$ cat src/rtl/ddr_colgen_pkg.sv
package ddr_colgen_pkg;
  localparam logic [2:0] BLC_2 = 3'b001;
  localparam logic [2:0] BLC_4 = 3'b010;
  localparam logic [2:0] BLC_8 = 3'b011;
  typedef enum logic {ORD_SEQ = 1'b0, ORD_XOR = 1'b1} order_e;
endpackage

$ cat src/rtl/colgen_len_decode.sv
module colgen_len_decode #(
  parameter int MAX_LOG = 3
) (
  input  logic [2:0]         code_i,
  output logic               legal_o,
  output logic [MAX_LOG-1:0] mask_o
);
  import ddr_colgen_pkg::*;
  logic [2:0] lg;

  always_comb begin
    case (code_i)
      BLC_2:   lg = 3'd1;
      BLC_4:   lg = 3'd2;
      BLC_8:   lg = 3'd3;
      default: lg = 3'd0;
    endcase
  end

  assign legal_o = (lg != 3'd0) && (int'(lg) <= MAX_LOG);

  for (genvar i = 0; i < MAX_LOG; i++) begin : g_mask
    assign mask_o[i] = legal_o && (int'(lg) > i);
  end
endmodule

$ cat src/rtl/colgen_beat_ctr.sv
module colgen_beat_ctr #(
  parameter int W = 3
) (
  input  logic         clk,
  input  logic         rst_n,
  input  logic         clear_i,
  input  logic         step_i,
  output logic [W-1:0] k_o
);
  always_ff @(posedge clk) begin
    if (!rst_n)       k_o <= '0;
    else if (clear_i) k_o <= '0;
    else if (step_i)  k_o <= k_o + 1'b1;
  end
endmodule

$ cat src/rtl/colgen_order.sv
module colgen_order #(
  parameter int COL_W   = 10,
  parameter int MAX_LOG = 3
) (
  input  logic [COL_W-1:0]   base_i,
  input  logic [MAX_LOG-1:0] mask_i,
  input  logic               ileave_i,
  input  logic [MAX_LOG-1:0] k_i,
  output logic [COL_W-1:0]   col_o
);
  logic [MAX_LOG-1:0] low_seq, low_xor, low_sel;

  assign low_seq = base_i[MAX_LOG-1:0] + k_i;
  assign low_xor = base_i[MAX_LOG-1:0] ^ k_i;
  assign low_sel = ileave_i ? low_xor : low_seq;

  for (genvar i = 0; i < COL_W; i++) begin : g_bit
    if (i < MAX_LOG) begin : g_low
      assign col_o[i] = mask_i[i] ? low_sel[i] : base_i[i];
    end else begin : g_high
      assign col_o[i] = base_i[i];
    end
  end
endmodule

$ cat src/rtl/ddr_burst_colgen.sv
module ddr_burst_colgen #(
  parameter int COL_W   = 10,
  parameter int MAX_LOG = 3
) (
  input  logic             clk,
  input  logic             rst_n,
  input  logic             start_i,
  input  logic [COL_W-1:0] start_col_i,
  input  logic [2:0]       bl_code_i,
  input  logic             ileave_i,
  input  logic             adv_i,
  output logic [COL_W-1:0] col_o,
  output logic             valid_o,
  output logic             last_o,
  output logic             err_o
);
  logic               active_q, il_q, err_q;
  logic [COL_W-1:0]   base_q;
  logic [MAX_LOG-1:0] mask_q, dec_mask, k;
  logic               dec_legal, accept;

  colgen_len_decode #(.MAX_LOG(MAX_LOG)) u_dec (
    .code_i(bl_code_i), .legal_o(dec_legal), .mask_o(dec_mask)
  );

  assign accept = start_i && !active_q;

  always_ff @(posedge clk) begin
    if (!rst_n) begin
      active_q <= 1'b0;
      il_q     <= 1'b0;
      err_q    <= 1'b0;
      base_q   <= '0;
      mask_q   <= '0;
    end else begin
      err_q <= accept && !dec_legal;
      if (accept && dec_legal) begin
        active_q <= 1'b1;
        base_q   <= start_col_i;
        mask_q   <= dec_mask;
        il_q     <= ileave_i;
      end else if (active_q && adv_i && last_o) begin
        active_q <= 1'b0;
      end
    end
  end

  colgen_beat_ctr #(.W(MAX_LOG)) u_ctr (
    .clk(clk), .rst_n(rst_n), .clear_i(accept),
    .step_i(active_q && adv_i && !last_o), .k_o(k)
  );

  colgen_order #(.COL_W(COL_W), .MAX_LOG(MAX_LOG)) u_ord (
    .base_i(base_q), .mask_i(mask_q), .ileave_i(il_q), .k_i(k), .col_o(col_o)
  );

  assign valid_o = active_q;
  assign last_o  = active_q && (k == mask_q);
  assign err_o   = err_q;


  hold_chk: assert property (@(posedge clk) disable iff (!rst_n)
    (valid_o && !adv_i) |=> (valid_o && $stable(col_o) && $stable(last_o)));

  end_idle_chk: assert property (@(posedge clk) disable iff (!rst_n)
    (valid_o && adv_i && last_o) |=> !valid_o);

  upper_stable_chk: assert property (@(posedge clk) disable iff (!rst_n)
    (valid_o && !(adv_i && last_o)) |=> ((col_o >> MAX_LOG) == $past(col_o >> MAX_LOG)));

  err_no_beat_chk: assert property (@(posedge clk) disable iff (!rst_n)
    err_o |-> !valid_o);

  err_pulse_chk: assert property (@(posedge clk) disable iff (!rst_n)
    err_o |=> !err_o);

  last_valid_chk: assert property (@(posedge clk) disable iff (!rst_n)
    last_o |-> valid_o);
endmodule

$ cat config.mk
export PLATFORM = sky130hd
export DESIGN_NAME = ddr_burst_colgen
export DESIGN_NICKNAME = d
export VERILOG_FILES = /design/src/rtl/ddr_colgen_pkg.sv /design/src/rtl/colgen_len_decode.sv /design/src/rtl/colgen_beat_ctr.sv /design/src/rtl/colgen_order.sv /design/src/rtl/ddr_burst_colgen.sv
export SDC_FILE = /design/constraint.sdc
export NUM_CORES = 1
export LEC_CHECK = 0
export BUFFER_PORTS_ARGS = -buffer_cell sky130_fd_sc_hd__buf_4
export CORE_ASPECT_RATIO = 0.7
export CORE_UTILIZATION = 40
export CTS_CLUSTER_DIAMETER = 100
export CTS_CLUSTER_SIZE = 10
export DETAILED_ROUTE_END_ITERATION = 10
export PLACE_DENSITY_LB_ADDON = 0.12
export SLEW_MARGIN = 20
export SYNTH_ARGS = -nofsm -noshare
export SYNTH_HDL_FRONTEND = slang
export SYNTH_SLANG_ARGS = --single-unit
$ cat constraint.sdc
create_clock -name clk -period 1.6 [get_ports clk]
set_input_delay 0.16 -clock clk [delete_from_list [all_inputs] [get_ports clk]]
set_output_delay 0.16 -clock clk [all_outputs]
set_load 0.02 [all_outputs]
==> results.md, run 1 <==
- Antenna cell count: 0
- Grt total ovfl: 0
- Layout area overhead: 29.08%
- Critical path launch point type: flip-flop
- Clock skew: 0.003055 ns
- Clk slew on worst S/H paths: 0.10 ns
- TritonCTS sink count: 19
- Vias in the first global route: 820
- Critical Path AT: 1.70 ns
- Filler cells: 207
- Power, Total: 0.0009319 W
- Placer Congestion: 0.8435
- Worst hold path cell count: 2
- R2R cell count: 4
- Post-Syn Nets: 131
- Status: finished, violations left
- Mapped cell area: 1028 sq um
- I/O pin total: 31
- Pwr per Cell Area: 702.0 nW/um^2
- Port bufs: 30
- Placed wire-length estimate: 1.537 mm
- Asr flop ratio synth: 0%
- Max-slew violations: 0
- Antenna violations before repair: 0
- Average vias per placed instance: 4.676
- Peak VDD IR: 0.3533 mV
- Initial Util: 45.16%
- ANT nets after route: 0
- Switching share of power: 26.55%
- Via count: 795
- Worst EP required: 1.44 ns
- Iteration-0 DRC Markers: 13
- Failing checks: negative setup slack
- Final WS setup: -0.2639 ns
- # nets final: 161
- Final Cycle Share: 116.5%
- TritonRoute pass-1 iters: 4
- Critical Path Fanout Max: 2
- Ys Warns: 0
- Core area: 2277 sq um
- GRT Resource Usage Total: 16.77%
- CTS H-tree depth: 1
- Part of the power in registers: 54.7%
- NetSw: 0.0002475 W
- Mapped Cells: 109
- MaxCap Viol Count: 0
- Crit end category: output port
- Clk buf depth: 2
- Most common cell after layout, fill and taps aside: buf_4
- Ys flop type: dfxtp_1
- Die Y-Extent: 44.43 um
- WL final: 1.996 mm
- Synth top area share: 36.98%
- Leakage power: 0.5292 nW
- Peak Freq: 0.5365 GHz
- Internal power: 0.0006845 W
- # setup viols final: 3
- Row count: 14
- Place WS: -0.03296 ns
- CTS Root Cell: clkbuf_4
- Die area: 2781 sq um
- CTS tree: done
- First-pass GRT wire length: 3.615 mm
- Yosys reg bits: 19
- Slew Limit Headroom: 61.31%
- Top post-synthesis cells by area: dfxtp_1, a21boi_2, nand2_1, xnor2_1, nand2_2
- Worst-Skew Late Latency: 0.29 ns
- Leading cell types in the layout, fill and taps excluded: buf_4, nand2_1, dfxtp_1, nand2_2, a21boi_2
- Layout cells sized above 1: 48.55%
- Hold-fix buffers, CTS: 0
- Yosys cell types: 33
- Critical path type: reg2out
- Drt drc: 0
- Largest net degree at the start of global routing: 18
- Clk pwr share: 25.3%
- Worst-margin pin slew: 0.5803 ns
- Hold crit path type: in2reg
- RSZ-0062 raised after global routing: yes
- Num CTS Buffers: 3
- Final hold violations: 0
- Gate power share: 20.0%
- Post-synth top area cell: dfxtp_1
- Chip width: 62.61 um
- Sequential-to-total area share from yosys stat: 36.98%
- Synth Area per Inst: 9.436 sq um
- Number of synthesized flops with an enable pin: 0
- Final Critical Period: 1.864 ns
- Wire per inst: 11.74 um
[registers in the layout, indices dropped and copies added, names as in the netlist]
register,cells
il_q,1
err_o,1
u_ctr.k_o,3
valid_o,1
mask_q,3
base_q,10
[critical path, stage by stage, from the launching register on]
cell and delay [ns]:
dfxtp_2 0.35, ha_4 0.15, fa_2 0.31, nand2b_1 0.09, xnor2_1 0.11, nand2_1 0.10, xnor2_2 0.14, buf_4 0.15
[area by class of cell]
cell class / count / area (sq um) / area share [%]
clock buffers: 4 / 26.28 / 1.979
flip-flops and latches: 19 / 382.9 / 28.84
multi-input cells: 79 / 611.8 / 46.09
well taps: 32 / 40.04 / 3.016
repair buffers: 35 / 262.8 / 19.79
inverters: 1 / 3.754 / 0.2828
[synth_stat cells, types with 2 or more instances]
cell and count:
nor2_1 5, nand2_2 9, o21ai_0 3, a21boi_1 2
nand3_1 2, a21boi_2 9, dfxtp_1 19, nand2_1 18
buf_4 7, xnor2_1 7, a31oi_1 4, ha_1 3
[kinds of logic (layout without fill, tap and decap cells)]
family                   after synthesis  in the layout  share of synthesized area (%)
AO/OA/AOI/OAI                         24             24                          19.59
XOR/XNOR                               7              7                          5.961
adder cells (fa/ha/maj)                4              4                          5.597
buffers and inverters                 11             40                          8.271
flip-flops                            19             19                          36.98
multiplexers                           2              2                          2.068
AND/OR/NAND/NOR                       42             42                          21.53
[power by group through the flow]
stage,clock network (W),registers (W),logic (W)
after detailed placement,0,0.000518,0.000182
final,0.000236,0.000510,0.000186
after global routing,0.000273,0.000513,0.000201
after floorplan,0,0.000520,0.000111
after global placement,0,0.000518,0.000178
after CTS,0.000248,0.000510,0.000188
[routing by layer]
| metal | track usage [%] | part of all wire (%) | up-vias |
|---|---|---|---|
| li1 | - | - | 422 |
| met1 | 20.98 | 49 | 353 |
| met2 | 29.78 | 47 | 20 |
| met3 | 4.639 | 4.2 | 0 |
| met4 | 2.791 | 0 | 0 |
| met5 | 0 | 0 | - |
[metrics by stage]
step	cells	hold slack [ns]	util, %	TNS (ns)	cell area [sq um]
2_1_floorplan	109	0.2602	-	0	1036
3_3_place_gp	165	0.3795	54.89	0	1250
3_5_place_dp	165	0.3844	54.89	-0.03296	1250
4_1_cts	170	0.06766	58.30	-0.5841	1328
5_1_grt	170	0.06989	58.30	-0.8611	1328
6_report	170	0.08409	58.30	-0.5310	1328
[worst paths after layout]
check                           startpoint         to  slack (ns)
worst max register to register     valid_o    valid_o        0.29
worst min register to register   base_q[9]  base_q[9]        0.47
worst min-delay path                 adv_i    valid_o        0.08
worst max-delay path             base_q[0]   col_o[2]       -0.26
[repair_timing]
action	in CTS	in global routing
buffers inserted	1	0
setup endpoints to repair	3	3
gates resized for setup	8	0
pin swaps	1	2
Power figures use the tool's default switching activity.
==> inputs of run 2 (changes only) <==
CAP_MARGIN = 20   (was not set)
PLACE_DENSITY_LB_ADDON = 0.05   (was 0.12)
==> run 2 against run 1 <==
  * The flow still finishes with violations (negative setup slack)
  * Critical path depth did not move
  * Sequential power about the same
  * Non-clock buffer count increased by 4
  * Sequential cell count stayed put
  * Clock skew up 0.0063 ns
  * Sequential share of layout area decreased by 1.1 points
==> results.md, run 2 (synthesis results as in run 1) <==
- Drt drc: 0 (unchanged)
- Antenna violations before repair: 0 (unchanged)
- Critical Path AT: 1.70 ns (about the same)
- Die area: 2781 sq um (unchanged)
- RSZ-0062 raised after global routing: yes (unchanged)
- Placed wire-length estimate: 1.502 mm (was 1.537 mm)
- Crit end category: output port (unchanged)
- Worst-Skew Late Latency: 0.30 ns (was 0.29 ns)
- TritonRoute pass-1 iters: 3 (was 4)
- Core area: 2277 sq um (unchanged)
- Failing checks: negative setup slack (unchanged)
- Antenna cell count: 0 (unchanged)
- Average vias per placed instance: 4.718 (was 4.676)
- Largest Register: base_q (unchanged)
- Layout cells sized above 1: 52.82% (was 48.55%)
- Most Crowded Layer GR: met2 (unchanged)
- Placer Congestion: 0.8035 (was 0.8435)
- WL final: 2.013 mm (was 1.996 mm)
- CTS tree: done (unchanged)
- Grt total ovfl: 0 (unchanged)
- Clk buf depth: 2 (unchanged)
- GRT met2 Usage: 24.57% (was 29.78%)
- Worst-margin pin slew: 0.5440 ns (was 0.5803 ns)
- Endpoint, Worst Hold: valid_o (unchanged)
- MaxCap Viol Count: 0 (unchanged)
- Leakage power: 0.5535 nW (was 0.5292 nW)
- Clock skew: 0.009396 ns (was 0.003055 ns)
- Vias in the first global route: 710 (was 820)
- Final hold violations: 0 (unchanged)
- Max reg flops: 10 (unchanged)
- Worst hold path cell count: 2 (unchanged)
- Chip width: 62.61 um (unchanged)
- Final Core Density: 60.93% (was 58.30%)
- CTS H-tree depth: 1 (unchanged)
- # setup viols final: 2 (was 3)
- Max-slew violations: 0 (unchanged)
- Critical Path Fanout Max: 2 (unchanged)
- R2R cell count: 6 (was 4)
- Largest net degree at the start of global routing: 18 (unchanged)
- Die Y-Extent: 44.43 um (unchanged)
- R2R setup slack: 0.29 ns (about the same)
- Final WS setup: -0.2618 ns (was -0.2639 ns)
- Row count: 14 (unchanged)
- Largest regs: base_q: 10 flops, mask_q: 3 flops, u_ctr.k_o: 3 flops (unchanged)
- TritonCTS sink count: 19 (unchanged)
- Placed cell area: 1272 sq um (was 1250 sq um)
- Port bufs: 30 (unchanged)
- First-pass GRT wire length: 3.146 mm (was 3.615 mm)
- Slew Limit Headroom: 63.73% (was 61.31%)
- CP startpoint: base_q[0] (unchanged)
- Peak Freq: 0.5371 GHz (was 0.5365 GHz)
- Via count: 821 (was 795)
- Num CTS Buffers: 3 (unchanged)
- Leading cell types in the layout, fill and taps excluded: buf_4, nand2_1, dfxtp_1, nand2_2, a21boi_2 (unchanged)
- Final Cycle Share: 116.4% (was 116.5%)
- Worst r2r dst: u_ctr.k_o[2] (was valid_o)
- Most common cell after layout, fill and taps aside: buf_4 (unchanged)
- Final Critical Period: 1.862 ns (was 1.864 ns)
- Clk slew on worst S/H paths: 0.11 ns (was 0.10 ns)
- I/O pin total: 31 (unchanged)
- GR Layer Usage met3: 4.897% (was 4.639%)
- CTS Root Cell: clkbuf_4 (unchanged)
- Iteration-0 DRC Markers: 23 (was 13)
- Critical path type: reg2out (unchanged)
- Hold crit path type: in2reg (unchanged)
- Wire per inst: 11.57 um (was 11.74 um)
- Pwr per Cell Area: 689.4 nW/um^2 (was 702.0 nW/um^2)
- Critical path launch point type: flip-flop (unchanged)
- Hold_sp: adv_i (unchanged)
- Layout area overhead: 34.91% (was 29.08%)
- Filler cells: 205 (was 207)
- ANT nets after route: 0 (unchanged)
- Status: finished, violations left (unchanged)
- Worst r2r src: u_ctr.k_o[0] (was valid_o)
- Initial Util: 45.16% (unchanged)
- GRT Resource Usage Total: 15.13% (was 16.77%)
- # nets final: 165 (was 161)
- Worst hold slack: 0.05113 ns (was 0.08409 ns)
- Place WS: -0.008742 ns (was -0.03296 ns)
- GRT met1 Usage: 18.99% (was 20.98%)
- Worst EP required: 1.44 ns (about the same)
- Post-route cell area: 1388 sq um (was 1328 sq um)
- Peak VDD IR: 0.4668 mV (was 0.3533 mV)
==> run 2: critical path, cell delays in order, from the launching register on <==
cell	delay (ns)
dfxtp_2	0.36
ha_4	0.15
fa_2	0.31
nand2b_1	0.08
xnor2_1	0.11
nand2_1	0.10
xnor2_2	0.13
buf_4	0.15
==> run 2: metrics by stage <==
| stage | setup TNS (ns) | total power [W] | cells |
|---|---|---|---|
| 2_1_floorplan | 0 | 0.0006310 | 109 |
| 3_3_place_gp | 0 | 0.0007009 | 168 |
| 3_5_place_dp | -0.008742 | 0.0007041 | 168 |
| 4_1_cts | -0.5948 | 0.0009498 | 172 |
| 5_1_grt | -0.6873 | 0.001002 | 174 |
| 6_report | -0.4806 | 0.0009566 | 174 |
==> run 2: how the worst max path moves through the flow <==
| stage | to | slack [ns] | depth (start not counted) |
|---|---|---|---|
| 2_1_floorplan | col_o[1] | 0.02 | 4 |
| 3_3_place_gp | col_o[2] | 0.0008 | 7 |
| 3_5_place_dp | col_o[2] | -0.009 | 7 |
| 4_1_cts | col_o[2] | -0.28 | 7 |
| 5_1_grt | col_o[2] | -0.34 | 7 |
| 6_report | col_o[2] | -0.26 | 7 |
==> run 2: what timing repair did <==
action / 4_1_cts / 5_1_grt
hold buffers: 0 / 0
resized for setup: 5 / 9
setup endpoints to repair: 3 / 3
pin swaps: 2 / 4
setup buffers: 0 / 2
==> run 2: area by class of cell <==
type	instances	area, sq um	share of cell area (%)
Sequential cell	19	385.4	27.77
Inverter	1	3.754	0.2705
Timing Repair Buffer	39	296.5	21.37
Clock buffer	4	26.28	1.894
Multi-Input combinational cell	79	635.6	45.81
Tap cell	32	40.04	2.885
==> run 2: layer usage <==
| metal | wire, um | part of all wire (%) | vias to the layer above |
|---|---|---|---|
| met1 | 954 | 47 | 370 |
| met4 | 25 | 1.2 | 0 |
| met3 | 96 | 4.8 | 5 |
| met2 | 937 | 47 | 19 |
| li1 | - | - | 427 |
| met5 | 0 | 0 | - |
==> run 2: power breakdown <==
| part | switching, W | internal [W] |
|---|---|---|
| combinational | 0.0000933 | 0.000108 |
| sequential | 0.0000169 | 0.000492 |
| clock | 0.000149 | 0.0000972 |
